### config.mk
export PLATFORM = sky130hd
export DESIGN_NAME = pin_change_notifier
export DESIGN_NICKNAME = d
export VERILOG_FILES = /design/src/rtl/pcn_pkg.sv /design/src/rtl/pcn_sync.sv /design/src/rtl/pcn_cfg_regs.sv /design/src/rtl/pcn_detect.sv /design/src/rtl/pin_change_notifier.sv
export SDC_FILE = /design/constraint.sdc
export NUM_CORES = 1
export LEC_CHECK = 0
export ABC_AREA = 1
export BUFFER_PORTS_ARGS = -buffer_cell sky130_fd_sc_hd__buf_2
export CAP_MARGIN = 20
export CORE_AREA = 2 2 142 144
export CTS_BUF_LIST = sky130_fd_sc_hd__clkbuf_16
export DETAILED_ROUTE_END_ITERATION = 8
export DIE_AREA = 0 0 144 146
export PLACE_DENSITY = 0.56
export SLEW_MARGIN = 20
export SYNTH_ARGS = -nofsm -noshare
export SYNTH_HDL_FRONTEND = slang
export SYNTH_SLANG_ARGS = --single-unit
### constraint.sdc
create_clock -name clk -period 1.8 [get_ports clk]
set_input_delay 0.36 -clock clk [delete_from_list [all_inputs] [get_ports clk]]
set_output_delay 0.36 -clock clk [all_outputs]
set_load 0.1 [all_outputs]
### src/rtl/pcn_pkg.sv
package pcn_pkg;
   localparam int REG_W = 16;

   typedef enum logic [1:0] {
      SEL_EN_LO = 2'd0,
      SEL_EN_HI = 2'd1,
      SEL_PU_LO = 2'd2,
      SEL_PU_HI = 2'd3
   } cfg_sel_e;
endpackage

### src/rtl/pcn_sync.sv
module pcn_sync #(
   parameter int WIDTH  = 31,
   parameter int STAGES = 2
) (
   input  logic             clk,
   input  logic             rst_n,
   input  logic [WIDTH-1:0] d_i,
   output logic [WIDTH-1:0] q_o
);
   if (STAGES < 2) begin : g_bad_stages
      $error("pcn_sync: STAGES must be at least 2");
   end

   logic [WIDTH-1:0] chain_q [STAGES];

   for (genvar s = 0; s < STAGES; s++) begin : g_stage
      if (s == 0) begin : g_first
         always_ff @(posedge clk or negedge rst_n) begin
            if (!rst_n) chain_q[s] <= '0;
            else        chain_q[s] <= d_i;
         end
      end else begin : g_next
         always_ff @(posedge clk or negedge rst_n) begin
            if (!rst_n) chain_q[s] <= '0;
            else        chain_q[s] <= chain_q[s-1];
         end
      end
   end

   assign q_o = chain_q[STAGES-1];
endmodule

### src/rtl/pcn_cfg_regs.sv
module pcn_cfg_regs
   import pcn_pkg::*;
#(
   parameter int NUM_PINS = 31
) (
   input  logic                clk,
   input  logic                rst_n,
   input  logic                we_i,
   input  logic [1:0]          sel_i,
   input  logic [REG_W-1:0]    wdata_i,
   output logic [NUM_PINS-1:0] en_o,
   output logic [NUM_PINS-1:0] pu_o
);
   localparam int WORDS = (NUM_PINS + REG_W - 1) / REG_W;

   if (WORDS > 2) begin : g_bad_words
      $error("pcn_cfg_regs: NUM_PINS exceeds two configuration words");
   end

   cfg_sel_e sel;
   assign sel = cfg_sel_e'(sel_i);

   logic [NUM_PINS-1:0] en_q, pu_q;

   for (genvar g = 0; g < NUM_PINS; g++) begin : g_bit
      localparam int       OFS    = g % REG_W;
      localparam cfg_sel_e EN_SEL = (g < REG_W) ? SEL_EN_LO : SEL_EN_HI;
      localparam cfg_sel_e PU_SEL = (g < REG_W) ? SEL_PU_LO : SEL_PU_HI;

      always_ff @(posedge clk or negedge rst_n) begin
         if (!rst_n) begin
            en_q[g] <= 1'b0;
            pu_q[g] <= 1'b0;
         end else if (we_i) begin
            if (sel == EN_SEL) en_q[g] <= wdata_i[OFS];
            if (sel == PU_SEL) pu_q[g] <= wdata_i[OFS];
         end
      end
   end

   assign en_o = en_q;
   assign pu_o = pu_q;


   en_stable_chk: assert property (@(posedge clk) disable iff (!rst_n)
      !we_i |=> $stable(en_q));
endmodule

### src/rtl/pcn_detect.sv
module pcn_detect #(
   parameter int NUM_PINS = 31
) (
   input  logic                clk,
   input  logic                rst_n,
   input  logic [NUM_PINS-1:0] pin_raw_i,
   input  logic [NUM_PINS-1:0] pin_sync_i,
   input  logic [NUM_PINS-1:0] en_i,
   input  logic                rd_i,
   input  logic                clr_i,
   output logic                irq_o,
   output logic                wake_o
);
   logic [NUM_PINS-1:0] snap_q;
   logic                flag_q;
   logic                refresh;
   logic                mis_any;

   assign refresh = rd_i | clr_i;
   assign mis_any = |((pin_sync_i ^ snap_q) & en_i);

   // clock-free path: usable while clocks are gated
   assign wake_o = |((pin_raw_i ^ snap_q) & en_i);

   always_ff @(posedge clk or negedge rst_n) begin
      if (!rst_n)       snap_q <= '0;
      else if (refresh) snap_q <= pin_sync_i;
   end

   // clear wins: the same edge re-bases the snapshot
   always_ff @(posedge clk or negedge rst_n) begin
      if (!rst_n)       flag_q <= 1'b0;
      else if (clr_i)   flag_q <= 1'b0;
      else if (mis_any) flag_q <= 1'b1;
   end

   assign irq_o = flag_q;


   flag_rise_chk: assert property (@(posedge clk) disable iff (!rst_n)
      $rose(flag_q) |-> $past(mis_any));

   flag_hold_chk: assert property (@(posedge clk) disable iff (!rst_n)
      (flag_q && !clr_i) |=> flag_q);

   flag_clear_chk: assert property (@(posedge clk) disable iff (!rst_n)
      clr_i |=> !flag_q);

   snap_refresh_chk: assert property (@(posedge clk) disable iff (!rst_n)
      refresh |=> (snap_q == $past(pin_sync_i)));

   wake_mask_chk: assert property (@(posedge clk) disable iff (!rst_n)
      (en_i == '0) |-> !wake_o);
endmodule

### src/rtl/pin_change_notifier.sv
module pin_change_notifier
   import pcn_pkg::*;
#(
   parameter int NUM_PINS    = 31,
   parameter int SYNC_STAGES = 2
) (
   input  logic                clk,
   input  logic                rst_n,
   input  logic [NUM_PINS-1:0] pin_i,
   input  logic [NUM_PINS-1:0] pin_is_out_i,
   input  logic                cfg_we_i,
   input  logic [1:0]          cfg_sel_i,
   input  logic [REG_W-1:0]    cfg_wdata_i,
   input  logic                state_rd_i,
   output logic [NUM_PINS-1:0] state_o,
   input  logic                flag_clr_i,
   output logic                irq_o,
   output logic                wake_o,
   output logic [NUM_PINS-1:0] pullup_en_o
);
   if (NUM_PINS < 1 || NUM_PINS > 2*REG_W - 1) begin : g_bad_pins
      $error("pin_change_notifier: NUM_PINS must be 1..31");
   end

   logic [NUM_PINS-1:0] pin_sync, en, pu;

   pcn_sync #(.WIDTH(NUM_PINS), .STAGES(SYNC_STAGES)) u_sync (
      .clk   (clk),
      .rst_n (rst_n),
      .d_i   (pin_i),
      .q_o   (pin_sync)
   );

   pcn_cfg_regs #(.NUM_PINS(NUM_PINS)) u_cfg (
      .clk     (clk),
      .rst_n   (rst_n),
      .we_i    (cfg_we_i),
      .sel_i   (cfg_sel_i),
      .wdata_i (cfg_wdata_i),
      .en_o    (en),
      .pu_o    (pu)
   );

   pcn_detect #(.NUM_PINS(NUM_PINS)) u_det (
      .clk        (clk),
      .rst_n      (rst_n),
      .pin_raw_i  (pin_i),
      .pin_sync_i (pin_sync),
      .en_i       (en),
      .rd_i       (state_rd_i),
      .clr_i      (flag_clr_i),
      .irq_o      (irq_o),
      .wake_o     (wake_o)
   );

   assign state_o     = pin_sync;
   assign pullup_en_o = pu & ~pin_is_out_i;


   pullup_out_chk: assert property (@(posedge clk) disable iff (!rst_n)
      (pullup_en_o & pin_is_out_i) == '0);
endmodule

==> impl_metrics.ini <==
[synth]
async_flop_share_pct = 100
synth_common_cells = nand2_1 (234), dfrtp_1 (156), inv_1 (127)
synth_area_leader_cell = dfrtp_1
avgSynthCellArea_um2 = 8.45
yosysSeqAreaShare_pct = 58.6
synthTopCellsByArea = dfrtp_1 (59%), nand2_1 (13%), o21ai_0 (7.4%), inv_1 (7.2%), nand3_1 (3.8%)
ys_ff_latch = 156
synthesis.nets = 874
syn_area_um2 = 6670
synth.top_cell.area_share_pct = 58.6
yosysUniqueCellTypes = 18
yosysWarnings = 0
ys.flop_type = dfrtp_1
syn_inst = 789
synth_edf_count = 0
yosysMostFrequentCell = nand2_1

[floorplan]
die_w_um = 144
rows = 51
core-area_um2 = 19300
dieArea_um2 = 21000
num_io_pins = 149
initial_core_util_pct = 34.5
die_h_um = 146

[timing]
worst_slew_pin_slew_ps = 529
whs_ps = 70.8
fin_crit_ps = 2120
finalSetupViolCount = 1
max_freq_mhz = 472
setup_tns_ps = -319
finClkSkew_ps = 6.98
hold_viol = 0
rsz0062_at_grt = true
fin_ws_ps = -319
slew_violations = 0
max-slew-margin-rel_pct = 64.9
finalCritPeriodShare_pct = 118

[critical_path]
r2r_setup_slack_ps = 530
worst-setup-path-type = reg -> out
startpoint_type = flop
reg2reg_to = u_det.irq_o
endpoint_kind = output port
crit_path_max_fanout = 3
reg2reg_from = u_det.snap_q[3]
crit_slowest_cell = dfrtp_1
slowest_delay_ps = 420
crit_chain = inv_2, nand2_2, nand3_2, nand2_2, nor2_2, nand4_1, nor2_2, nand2_2, buf_12
ff2ff_path_depth = 9
required_ps = 1440
path_common_cell = nand2_2
cp_data_arrival_time_ps = 1760

[final_layout]
area_growth_pct = 28.3
utilization_pct = 44.2
fin_nets = 1033
diodes = 0
final_area_um2 = 8550
drive_gt1_share_pct = 28.6

[place]
place_area_um2 = 7800
dp_hpwl_um = 12700
pre_cts_ws_ps = -224
gp_congestion = 0.764
numPortBuffers = 148

[drt]
post_drt_wl_per_cell_um = 14.0
drtIter0Drc = 302
vias = 5205
antenna_left = 0
drt-pass1-iter-count = 4
viasPerCell = 4.25
wl_um = 17100
route.detailed.drc = 0

[grt]
antenna_found_initial = 0
grt_pass1_wl_um = 26500
grt_pass1_vias = 4760
grt_start_max_net_pins = 42
grt.total_usage_pct = 16.9
overflow = 0

[clock_network]
cts-root-buf = clkbuf_16
cts_max_level = 4
cts_buffers = 17
clk_latency_ps = 410
clkTransAtPathRegs_ps = 60
cts_tree = done
clkSinkCount = 156
clk_path_buf_depth = 2

[worst_hold_path]
whs_endpoint = u_sync.chain_q[60]
worstHoldPathCells = 1
min_path_type = in -> reg
holdCritStartpoint = pin_i[29]

[power]
leakagePower_nw = 4.57
power-per-cell-area_nw_per_um2 = 1160
ir_drop_mv = 0.556

[run_status]
status = complete, but fails checks
violations = negative setup slack

[job]
max-cap-violations = 0
-- power by group --
group / internal [mW] / total [mW] / switching, mW
logic: 0.575 / 2.10 / 1.52
registers: 3.86 / 4.12 / 0.254
clock network: 2.30 / 3.72 / 1.42
-- repair_timing --
item / CTS / global route
endpoints found under the hold margin: 32 / 0
pin swaps: 4 / 8
setup buffers: 0 / 6
gates resized for setup: 8 / 22
endpoints found under the setup margin: 1 / 1
hold buffers: 1 / 0
-- worst max-delay path, delay by kind of cell (launching register included) --
kind | cells | cell delay (ps)
DFF | 1 | 420
buffers and inverters | 2 | 260
and+or+nand+nor | 7 | 670
-- routing by layer --
metal / share of wire (%) / up-vias / track usage [%]
met3: 5.3 / 12 / 4.08
met1: 50 / 2335 / 25.0
met4: 1.1 / 0 / 5.00
li1: - / 2702 / -
met2: 44 / 156 / 24.5
met5: 0 / - / 0
-- logic make-up after synthesis --
group / share of synthesized area, %
and+or+nand+nor: 20.9
buffers and inverters: 11.9
DFF: 58.6
muxes: 0.225
xor gates and xnor gates: 0.788
AOI/OAI and AO/OA: 7.58
-- state kept, by name, summed over array words and instances (netlist names) --
name	cells
u_cfg.pu_o	31
u_det.snap_q	31
u_det.irq_o	1
u_sync.chain_q	31
u_sync.q_o	31
u_cfg.en_o	31
-- worst max-delay path by stage --
stage | from | end | slack (ps)
floorplan | u_det.snap_q[3] | wake_o | 180
global placement | pin_i[1] | wake_o | -210
detailed placement | pin_i[1] | wake_o | -220
CTS | u_det.snap_q[1] | wake_o | -400
global route | u_det.snap_q[24] | wake_o | -440
finish | u_det.snap_q[24] | wake_o | -320
-- cell type report --
cell class / count / area [um^2]
fill: 1888 / 10800
sequential: 156 / 3900
multi-input combinational: 457 / 2130
timing repair buffer: 189 / 1110
inverter: 127 / 477
clock buffer: 17 / 425
tap: 265 / 332
clock inverter: 15 / 181
-- metrics by stage --
step | cells | power [mW]
after floorplan | 789 | 5.60
after global placement | 1187 | 6.20
after detailed placement | 1187 | 6.23
after CTS | 1220 | 9.98
after global routing | 1226 | 10.4
final | 1226 | 9.93
-- placed cells by master, fill, tap and decap left out, types with 2 or more instances in the layout --
master,n
dfrtp_1,156
or2_1,2
nor2_1,20
clkbuf_16,17
nand3_1,44
nor2_2,36
nand3_2,6
clkinv_4,2
nand4_1,3
inv_2,3
clkinv_2,5
bufinv_16,4
buf_4,37
o21ai_0,95
xor2_1,6
nand2_2,7
nand2_1,227
buf_12,4
a21oi_1,3
o21ai_2,2
buf_2,146
inv_1,126
nor3_2,2
Power figures use the tool's default switching activity.
